$ cat config.mk
export PLATFORM = sky130hd
export DESIGN_NAME = mt_lsu
export DESIGN_NICKNAME = d
export VERILOG_FILES = /design/src/rtl/mtlsu_pkg.sv /design/src/rtl/mtlsu_decode.sv /design/src/rtl/mtlsu_port_mux.sv /design/src/rtl/mtlsu_ctrl.sv /design/src/rtl/mt_lsu.sv
export SDC_FILE = /design/constraint.sdc
export NUM_CORES = 1
export LEC_CHECK = 0
export BUFFER_PORTS_ARGS = -buffer_cell sky130_fd_sc_hd__clkbuf_2
export CORE_MARGIN = 2
export CORE_UTILIZATION = 49
export CTS_CLUSTER_SIZE = 30
export DETAILED_ROUTE_END_ITERATION = 12
export GPL_TIMING_DRIVEN = 0
export PLACE_DENSITY_LB_ADDON = 0.1
export SLEW_MARGIN = 30
export SYNTH_ARGS = -nofsm -noshare
export SYNTH_HDL_FRONTEND = slang
export SYNTH_HIERARCHICAL = 1
export SYNTH_SLANG_ARGS = --single-unit
$ cat constraint.sdc
create_clock -name clk -period 3.5 [get_ports clk]
set_input_delay 0.7 -clock clk [delete_from_list [all_inputs] [get_ports clk]]
set_output_delay 0.7 -clock clk [all_outputs]
set_load 0.1 [all_outputs]
$ cat src/rtl/mtlsu_pkg.sv
package mtlsu_pkg;
  localparam int RIX_W = 5;
  localparam logic [RIX_W-1:0] SP_REG = 5'd30;
  localparam logic [RIX_W-1:0] PC_REG = 5'd31;

  localparam logic [2:0] TGT_STACK  = 3'd0;
  localparam logic [2:0] TGT_MAIN   = 3'd1;
  localparam logic [2:0] TGT_DISK   = 3'd2;
  localparam logic [2:0] TGT_VIDEO  = 3'd3;
  localparam logic [2:0] TGT_SERIAL = 3'd4;

  typedef struct packed {
    logic             wr;
    logic [2:0]       tgt;
    logic [RIX_W-1:0] dreg;
    logic [RIX_W-1:0] areg;
  } op_t;

  typedef enum logic [2:0] {
    ST_IDLE, ST_RD, ST_EXEC, ST_TX, ST_CAP, ST_WB, ST_PCRD, ST_PCWR
  } st_e;
endpackage

$ cat src/rtl/mtlsu_decode.sv
module mtlsu_decode
  import mtlsu_pkg::*;
(
  input  logic [15:0] hi,
  input  logic [15:0] lo,
  output op_t         op,
  output logic        illegal,
  output logic        skip
);
  logic unused_bits;
  assign unused_bits = ^{hi[15:8], hi[3:0], lo[5:0]};

  always_comb begin
    op.wr   = hi[7];
    op.tgt  = hi[6:4];
    op.dreg = lo[15:11];
    op.areg = lo[10:6];
    illegal = (op.tgt > TGT_SERIAL) || (op.tgt == TGT_SERIAL && !op.wr);
    skip    = !op.wr && (op.dreg == PC_REG);
  end
endmodule

$ cat src/rtl/mtlsu_port_mux.sv
module mtlsu_port_mux
  import mtlsu_pkg::*;
#(
  parameter int DW = 16,
  parameter int AW = 16,
  parameter int NP = 3
) (
  input  logic                   req_en,
  input  logic                   req_we,
  input  logic [2:0]             tgt,
  input  logic [AW-1:0]          req_addr,
  input  logic [DW-1:0]          req_wdata,
  output logic [DW-1:0]          rdata,
  output logic [NP-1:0]          p_en,
  output logic [NP-1:0]          p_we,
  output logic [NP-1:0][AW-1:0]  p_addr,
  output logic [NP-1:0][DW-1:0]  p_wdata,
  input  logic [NP-1:0][DW-1:0]  p_rdata
);
  localparam int SELW = (NP > 1) ? $clog2(NP) : 1;

  logic [2:0]      port_of;
  logic [SELW-1:0] sel;
  logic            unused_sel;

  // Stack traffic shares the main-memory port
  assign port_of    = (tgt == TGT_STACK) ? 3'd0 : (tgt - 3'd1);
  assign sel        = port_of[SELW-1:0];
  assign unused_sel = ^port_of;

  for (genvar i = 0; i < NP; i++) begin : g_port
    assign p_en[i]    = req_en && (sel == SELW'(i));
    assign p_we[i]    = req_en && req_we && (sel == SELW'(i));
    assign p_addr[i]  = req_addr;
    assign p_wdata[i] = req_wdata;
  end

  always_comb begin
    rdata = '0;
    for (int i = 0; i < NP; i++) begin
      if (sel == SELW'(i)) rdata = p_rdata[i];
    end
  end
endmodule

$ cat src/rtl/mtlsu_ctrl.sv
module mtlsu_ctrl
  import mtlsu_pkg::*;
#(
  parameter int DW = 16,
  parameter int AW = 16
) (
  input  logic             clk,
  input  logic             rst,
  input  logic             start,
  input  op_t              op_in,
  input  logic             illegal_in,
  input  logic             skip_in,
  output logic             busy,
  output logic             done,
  output logic             halt,
  output logic [RIX_W-1:0] ra_idx,
  input  logic [DW-1:0]    ra_data,
  output logic [RIX_W-1:0] rb_idx,
  input  logic [DW-1:0]    rb_data,
  output logic             rf_we,
  output logic [RIX_W-1:0] rf_widx,
  output logic [DW-1:0]    rf_wdata,
  output logic             req_en,
  output logic             req_we,
  output logic [2:0]       req_tgt,
  output logic [AW-1:0]    req_addr,
  output logic [DW-1:0]    req_wdata,
  input  logic [DW-1:0]    req_rdata,
  output logic             tx_valid,
  output logic [7:0]       tx_data,
  input  logic             tx_ready
);
  st_e           st;
  op_t           op_q;
  logic          ill_q, skip_q;
  logic [DW-1:0] dval, aval, rval, pcv;
  logic [DW-1:0] sp_next, addr_word;
  logic          is_stack;

  assign is_stack  = (op_q.tgt == TGT_STACK);
  assign sp_next   = op_q.wr ? (aval - DW'(1)) : (aval + DW'(1));
  assign addr_word = (is_stack && !op_q.wr) ? sp_next : aval;

  always_ff @(posedge clk) begin
    if (rst) begin
      st     <= ST_IDLE;
      op_q   <= '0;
      ill_q  <= 1'b0;
      skip_q <= 1'b0;
      dval   <= '0;
      aval   <= '0;
      rval   <= '0;
      pcv    <= '0;
    end else begin
      case (st)
        ST_IDLE: if (start) begin
          op_q   <= op_in;
          ill_q  <= illegal_in;
          skip_q <= skip_in;
          st     <= ST_RD;
        end
        ST_RD: begin
          dval <= ra_data;
          aval <= rb_data;
          st   <= ST_EXEC;
        end
        ST_EXEC: begin
          if (skip_q)                       st <= ST_PCRD;
          else if (ill_q)                   st <= ST_IDLE;
          else if (op_q.tgt == TGT_SERIAL)  st <= ST_TX;
          else                              st <= ST_CAP;
        end
        ST_TX:   if (tx_ready) st <= ST_PCRD;
        ST_CAP: begin
          rval <= req_rdata;
          st   <= op_q.wr ? ST_PCRD : ST_WB;
        end
        ST_WB:   st <= ST_PCRD;
        ST_PCRD: begin
          pcv <= ra_data;
          st  <= ST_PCWR;
        end
        ST_PCWR: st <= ST_IDLE;
        default: st <= ST_IDLE;
      endcase
    end
  end

  always_comb begin
    busy      = (st != ST_IDLE);
    done      = (st == ST_PCWR);
    halt      = (st == ST_EXEC) && !skip_q && ill_q;
    ra_idx    = (st == ST_PCRD) ? PC_REG : op_q.dreg;
    rb_idx    = is_stack ? SP_REG : op_q.areg;
    req_en    = (st == ST_EXEC) && !skip_q && !ill_q && (op_q.tgt != TGT_SERIAL);
    req_we    = op_q.wr;
    req_tgt   = op_q.tgt;
    req_addr  = addr_word[AW-1:0];
    req_wdata = dval;
    tx_valid  = (st == ST_TX);
    tx_data   = dval[7:0];
    rf_we     = 1'b0;
    rf_widx   = op_q.dreg;
    rf_wdata  = rval;
    case (st)
      ST_CAP: if (is_stack) begin
        rf_we    = 1'b1;
        rf_widx  = SP_REG;
        rf_wdata = sp_next;
      end
      ST_WB: rf_we = 1'b1;
      ST_PCWR: begin
        rf_we    = 1'b1;
        rf_widx  = PC_REG;
        rf_wdata = pcv + DW'(2);
      end
      default: ;
    endcase
  end


  tx_hold_chk: assert property (@(posedge clk) disable iff (rst)
    tx_valid && !tx_ready |=> tx_valid && $stable(tx_data));


  pc_step_chk: assert property (@(posedge clk) disable iff (rst)
    rf_we && (rf_widx == PC_REG) |-> rf_wdata == $past(ra_data) + DW'(2));


  done_then_idle_chk: assert property (@(posedge clk) disable iff (rst)
    done |=> !busy);


  busy_ignore_chk: assert property (@(posedge clk) disable iff (rst)
    start && busy |=> $stable(op_q));


  halt_no_write_chk: assert property (@(posedge clk) disable iff (rst)
    halt |=> !busy && !rf_we);
endmodule

$ cat src/rtl/mt_lsu.sv
module mt_lsu
  import mtlsu_pkg::*;
#(
  parameter int DW = 16,
  parameter int AW = 16
) (
  input  logic             clk,
  input  logic             rst,
  input  logic             start,
  input  logic [15:0]      instr_hi,
  input  logic [15:0]      instr_lo,
  output logic             busy,
  output logic             done,
  output logic             halt,
  output logic [4:0]       rf_ra_idx,
  input  logic [DW-1:0]    rf_ra_data,
  output logic [4:0]       rf_rb_idx,
  input  logic [DW-1:0]    rf_rb_data,
  output logic             rf_we,
  output logic [4:0]       rf_widx,
  output logic [DW-1:0]    rf_wdata,
  output logic             main_en,
  output logic             main_we,
  output logic [AW-1:0]    main_addr,
  output logic [DW-1:0]    main_wdata,
  input  logic [DW-1:0]    main_rdata,
  output logic             disk_en,
  output logic             disk_we,
  output logic [AW-1:0]    disk_addr,
  output logic [DW-1:0]    disk_wdata,
  input  logic [DW-1:0]    disk_rdata,
  output logic             vid_en,
  output logic             vid_we,
  output logic [AW-1:0]    vid_addr,
  output logic [DW-1:0]    vid_wdata,
  input  logic [DW-1:0]    vid_rdata,
  output logic             tx_valid,
  output logic [7:0]       tx_data,
  input  logic             tx_ready
);
  localparam int NP = 3;

  op_t                  dec_op;
  logic                 dec_ill, dec_skip;
  logic                 req_en, req_we;
  logic [2:0]           req_tgt;
  logic [AW-1:0]        req_addr;
  logic [DW-1:0]        req_wdata, req_rdata;
  logic [NP-1:0]        p_en, p_we;
  logic [NP-1:0][AW-1:0] p_addr;
  logic [NP-1:0][DW-1:0] p_wdata, p_rdata;

  mtlsu_decode u_dec (
    .hi(instr_hi), .lo(instr_lo), .op(dec_op), .illegal(dec_ill), .skip(dec_skip)
  );

  mtlsu_ctrl #(.DW(DW), .AW(AW)) u_ctrl (
    .clk(clk), .rst(rst), .start(start),
    .op_in(dec_op), .illegal_in(dec_ill), .skip_in(dec_skip),
    .busy(busy), .done(done), .halt(halt),
    .ra_idx(rf_ra_idx), .ra_data(rf_ra_data),
    .rb_idx(rf_rb_idx), .rb_data(rf_rb_data),
    .rf_we(rf_we), .rf_widx(rf_widx), .rf_wdata(rf_wdata),
    .req_en(req_en), .req_we(req_we), .req_tgt(req_tgt),
    .req_addr(req_addr), .req_wdata(req_wdata), .req_rdata(req_rdata),
    .tx_valid(tx_valid), .tx_data(tx_data), .tx_ready(tx_ready)
  );

  mtlsu_port_mux #(.DW(DW), .AW(AW), .NP(NP)) u_mux (
    .req_en(req_en), .req_we(req_we), .tgt(req_tgt),
    .req_addr(req_addr), .req_wdata(req_wdata), .rdata(req_rdata),
    .p_en(p_en), .p_we(p_we), .p_addr(p_addr), .p_wdata(p_wdata), .p_rdata(p_rdata)
  );

  assign p_rdata[0] = main_rdata;
  assign p_rdata[1] = disk_rdata;
  assign p_rdata[2] = vid_rdata;

  assign main_en = p_en[0];  assign main_we = p_we[0];
  assign main_addr = p_addr[0];  assign main_wdata = p_wdata[0];
  assign disk_en = p_en[1];  assign disk_we = p_we[1];
  assign disk_addr = p_addr[1];  assign disk_wdata = p_wdata[1];
  assign vid_en = p_en[2];  assign vid_we = p_we[2];
  assign vid_addr = p_addr[2];  assign vid_wdata = p_wdata[2];
endmodule

Word-level counts from Yosys, hierarchy flattened
Index checks and enable logic that the tools add are counted.
Cells by class
  add/sub/neg operators: 4
  $lt $le $gt $ge: 1
  eq/ne operators: 15
  multiplexer cells: 21
  reduce and logical (&&, ||, !) cells: 26
Operator list (count)
  $mux 16: 6
  $pmux 16 s2: 1
  $pmux 3 s8: 1
  $eq 3x3->1 const B: 6
  $add 16x1->16 const B: 1
  $add 16x2->16 const B: 1
  $sub 16x1->16 const B: 1
  $mux 3: 5
  $mux 5: 3
  $logic_and 1x1->1: 14
  $pmux 5 s2: 1
  $eq 3x2->1 const B: 2
  $logic_not 3->1: 2
  $eq 5x5->1 const B: 1
  $logic_not 1->1: 4
  $mux 2: 2
  $reduce_and 2->1: 2
  $eq 3x1->1 const B: 1
  $gt 3x3->1 const B: 1
  $ne 3x3->1 const B: 1
  $reduce_bool 3->1: 1
  $eq 2x1->1 const B: 1
  $eq 2x2->1 const B: 1
  $logic_not 2->1: 1
  other kinds (7): 7
Word-level totals
  flip-flop bits (word level): 83
  word-level logic and storage cells: 78

Longest topological paths before layout
  word-level depth: 6
  depth in mapped cells: 9
  gate-level depth less buffers: 7

Cells and area by module
Netlist, hierarchy kept.
By module, submodules not included
  mtlsu_ctrl: instances 1, cells each 648, area an instance 4684.5 µm², sequential area each 1661.6 µm²
  mtlsu_port_mux: instances 1, cells each 160, area an instance 1204.9 µm², sequential area each 0.0 µm²
  mtlsu_decode: instances 1, cells each 18, area an instance 135.1 µm², sequential area each 0.0 µm²

Least setup slack after synthesis
Ideal clock, no wire load.
  kind: register to output
  from: register u_ctrl.st[0]
  to: output port main_we
  arrival: 3795 ps
  data required time: 2800 ps
  setup slack: -995 ps
  stages on the path, launching flop included: 5
  cells stage by stage: dfxtp_1 -> buf_2 -> nor3_1 -> and3_1 -> nor4bb_1
Between the ends
  cells in the longest elaborated chain, start to end: 6
Ends and longest elaborated chain
  start: declaration: RTL line mtlsu_ctrl.sv:33  | st_e st;
  start signal: assignment: RTL line mtlsu_ctrl.sv:76  | st <= op_q.wr ? ST_PCRD : ST_WB;
  $eq 3x2->1: RTL line mtlsu_ctrl.sv:95  | req_en = (st == ST_EXEC) && !skip_q && !ill_q && (op_q.tgt != TGT_SERIAL);
  $logic_and 1x1->1 (3 in series): RTL line mtlsu_ctrl.sv:95
  named net req_en: RTL line mt_lsu.sv:45  | logic req_en, req_we;
  $logic_and 1x1->1 (2 in series): RTL line mtlsu_port_mux.sv:33  | assign p_we[i] = req_en && req_we && (sel == SELW'(i));
  end: declaration: RTL line mt_lsu.sv:23  | output logic main_we,
The timed path passes the listed nets, and every way through them passes these cells.

Worst setup path in the final report
  from: register u_ctrl.op_q (netlist bit u_ctrl/req_we)
  to: output port rf_wdata[14]
Between the ends
  cells in the longest elaborated chain, start to end: 3
Ends and longest elaborated chain
  start: declaration: RTL line mtlsu_ctrl.sv:34  | op_t op_q;
  start signal: assignment: RTL line mtlsu_ctrl.sv:57  | op_q <= op_in;
  $mux 16: RTL line mtlsu_ctrl.sv:41  | assign sp_next = op_q.wr ? (aval - DW'(1)) : (aval + DW'(1));
  $mux 16: RTL line mtlsu_ctrl.sv:106  | ST_CAP: if (is_stack) begin
  $pmux 16 s2: RTL line mtlsu_ctrl.sv:105  | case (st)
  end: declaration: RTL line mt_lsu.sv:21  | output logic [DW-1:0] rf_wdata,
No other way between the ends.

==> impl_metrics.toml <==
[synthesis]
async_flop_share = 0
syn-num-nets = 958
ys_seq_area_frac = 0.276
yosys_warnings = 6
ys_ff_latch = 83
synth.distinct_cells = 58
synth_ff_type = "dfxtp_1"
yosys.area.top_type = "dfxtp_1"
yosysTopAreaCellShare = 0.276
synth-edff-count = 0
post_synth.cell_area_avg_um2 = 7.29
netlist_area_um2 = 6020
synthTopCellsByArea = "dfxtp_1 28%, buf_4 15%, nand2_1 13%"
syn_inst = 826

[final_layout]
num_antenna_cells = 0
postLayoutCoreUtil = 0.697
fillCellCount = 1078
syn_to_final_growth_pct = 38.9
nets = 1213
drive_gt1_frac = 0.418
final_area_um2 = 8370

[setup_path]
cp-start-kind = "register"
critPathSlowestCell = "dfxtp_4"
critPathKind = "register to output pin"
crit_path_end_kind = "output pin"
path_common_cell = "buf_12"
cp_slowest_stage_delay_ns = 0.40
path_cells = "buf_12 -> fa_2 -> a211oi_2 -> o211ai_1 -> a31oi_2 -> nor2_2 -> mux2i_2 -> buf_4 -> o221ai_4 -> buf_12"
reg2reg_slack_ns = 1.51
crit_fanout = 7
arrival_ns = 2.80
cp.required_ns = 2.80

[clock_tree]
cts_buffer_depth = 2
clock_latency_ns = 0.34
numClockSinks = 83
htree_levels = 3
root_buffer = "clkbuf_16"
cts_buffers = 9
path_clk_slew_ns = 0.06
cts_tree = "built"
cts_hold_buf = 0

[detailed_routing]
drt-total-wl_um = 18200
drt_iter0_drc = 406
wl_per_cell_um = 14.8
routed_via_density = 5.15
drc = 0
vias = 6352
final_antenna_net_count = 0
first_pass_iters = 6

[timing]
max_slew_margin = 0.559
min_period_ns = 3.50
maxSlewViolCount = 0
worst_slew_pin_slew_ns = 0.662
skew_ns = 0.00558
hold_violations = 0
fin_hold_ws_ns = 0.454
rsz0062_at_grt = "true"
fmax_mhz = 285
fin_ws_ns = -0.00424
period_share = 1.00
setup_viol = 1

[pwr]
pwr-share-clk = 0.186
powerDensity_nw_per_um2 = 680
p_sw_frac = 0.545
p_comb_frac = 0.620
p_leak_nw = 3.97
p_int_w = 0.00259
p_seq_frac = 0.194
power.switching_w = 0.00310
peakVddDrop_v = 0.000385

[floorplan]
design.core.area_um2 = 12000
ioPinCount = 262
die_x_um = 115
start_util = 0.502
rows = 40
die_area_um2 = 13200
die_y_um = 115

[hold_path]
hp-class = "register to register"

[placed_design]
place.port_buffers = 237
routabilityCongestion = 0.948
hpwl_um = 13400
place_ws_ns = -0.249
placed_area_um2 = 7460

[job]
cap_violations = 0

[global_route]
grt_overflow = 0
grt_start_max_net_pins = 15
antenna_found_initial = 0
grt_pass1_vias = 5855
grt_first_pass_wirelength_um = 27700
grt_util_all_layers = 0.263

[outcome]
violations = "negative setup slack"
status = "finished with violations"
-- cells by family after synthesis --
family,share of synthesized area
AO/OA/AOI/OAI,0.176
XOR/XNOR,0.0407
adder cells (fa/ha/maj),0.0345
buffers and inverters,0.196
flip-flops,0.276
multiplexers,0.0318
AND/OR/NAND/NOR,0.244
-- per-layer routing --
| layer | share of wire | track usage | up-vias | routed length (µm) |
|---|---|---|---|---|
| met3 | 0.066 | 0.0511 | 31 | 1210 |
| met2 | 0.49 | 0.459 | 240 | 8930 |
| met4 | 0.020 | 0.0884 | 0 | 369 |
| met5 | 0 | 0 | - | 0 |
| met1 | 0.42 | 0.325 | 2910 | 7720 |
| li1 | - | - | 3171 | - |
-- final timing paths --
check                               startpoint              end  depth (start not counted)
worst max-delay path             u_ctrl/req_we     rf_wdata[14]                         10
worst min-delay path            u_ctrl/op_q[0]   u_ctrl/op_q[0]                          2
worst max register to register    u_ctrl/st[1]  u_ctrl/aval[10]                          7
worst min register to register  u_ctrl/op_q[0]   u_ctrl/op_q[0]                          2
-- cells in the final DEF, fill, tap and decap left out, types with 12 or more instances in the layout --
cell	netlist	layout
buf_4	122	135
nand2_1	208	208
clkbuf_16	0	12
mux2i_1	18	17
clkbuf_1	29	28
nand2b_1	23	23
a21oi_1	100	95
xor2_1	13	12
nand3_1	16	15
xnor2_1	15	13
dfxtp_1	83	82
nor2_1	28	27
o22ai_1	16	16
clkbuf_2	1	199
-- layout make-up --
type	instances	area (µm²)	share of cell area
multi-input cells	566	3410	0.407
flip-flops and latches	83	1670	0.199
repair buffers	244	1600	0.191
plain buffers	168	1160	0.138
clock buffers	11	243	0.0290
well taps	147	184	0.0220
clock inverters	5	82.6	0.00987
inverters	9	33.8	0.00404
-- through the flow --
step	TNS [ns]	instances	power, W
after CTS	0	1228	0.00555
after global routing	-1.57	1233	0.00590
after global placement	-25.32	1210	0.00435
final	-0.00424	1233	0.00569
after detailed placement	-2.82	1210	0.00436
after floorplan	0	826	0.00390
-- state kept, by name, indices dropped and copies added (netlist names) --
signal	cells
u_ctrl/op_q	10
u_ctrl/aval	16
u_ctrl/st	3
u_ctrl/req_we	1
u_ctrl/req_tgt	3
u_ctrl/ill_q	1
u_ctrl/skip_q	1
u_ctrl/req_wdata	16
u_ctrl/rval	16
u_ctrl/pcv	16
-- cell usage after synthesis, types with 7 or more instances --
cell / number
xnor2_1: 15
nand3_1: 16
nand2b_1: 23
and3_1: 8
nor2_1: 28
ha_1: 15
a21o_1: 8
inv_1: 7
or3_1: 7
o21ai_1: 7
buf_4: 122
a21oi_1: 100
xor2_1: 13
o22ai_1: 16
dfxtp_1: 83
nor3_1: 9
nand2_1: 208
a221o_1: 10
buf_2: 11
mux2i_1: 18
clkbuf_1: 29
o21ai_0: 12
-- power groups by stage --
stage	Sequential [W]	Combinational (W)	Clock, W
4_1_cts	0.00110	0.00338	0.00107
6_report	0.00110	0.00353	0.00106
2_1_floorplan	0.00109	0.00281	0
5_1_grt	0.00111	0.00367	0.00111
3_5_place_dp	0.00112	0.00324	0
3_3_place_gp	0.00112	0.00323	0
-- critical path, delay by kind of cell, from the launching register on --
family	cells	cell delay, ns
DFF	1	0.40
buffers and inverters	3	0.52
and+or+nand+nor	1	0.08
muxes	1	0.17
adders and majority gates	1	0.35
AOI/OAI and AO/OA	4	0.91
-- timing repair --
item                                    CTS  global route
buffers inserted                          2             5
gates resized for setup                  63            96
pin swaps                                 0            18
hold endpoints to repair                  0             0
endpoints found under the setup margin   56            49
Note: power is estimated with default switching activity, not from simulation.
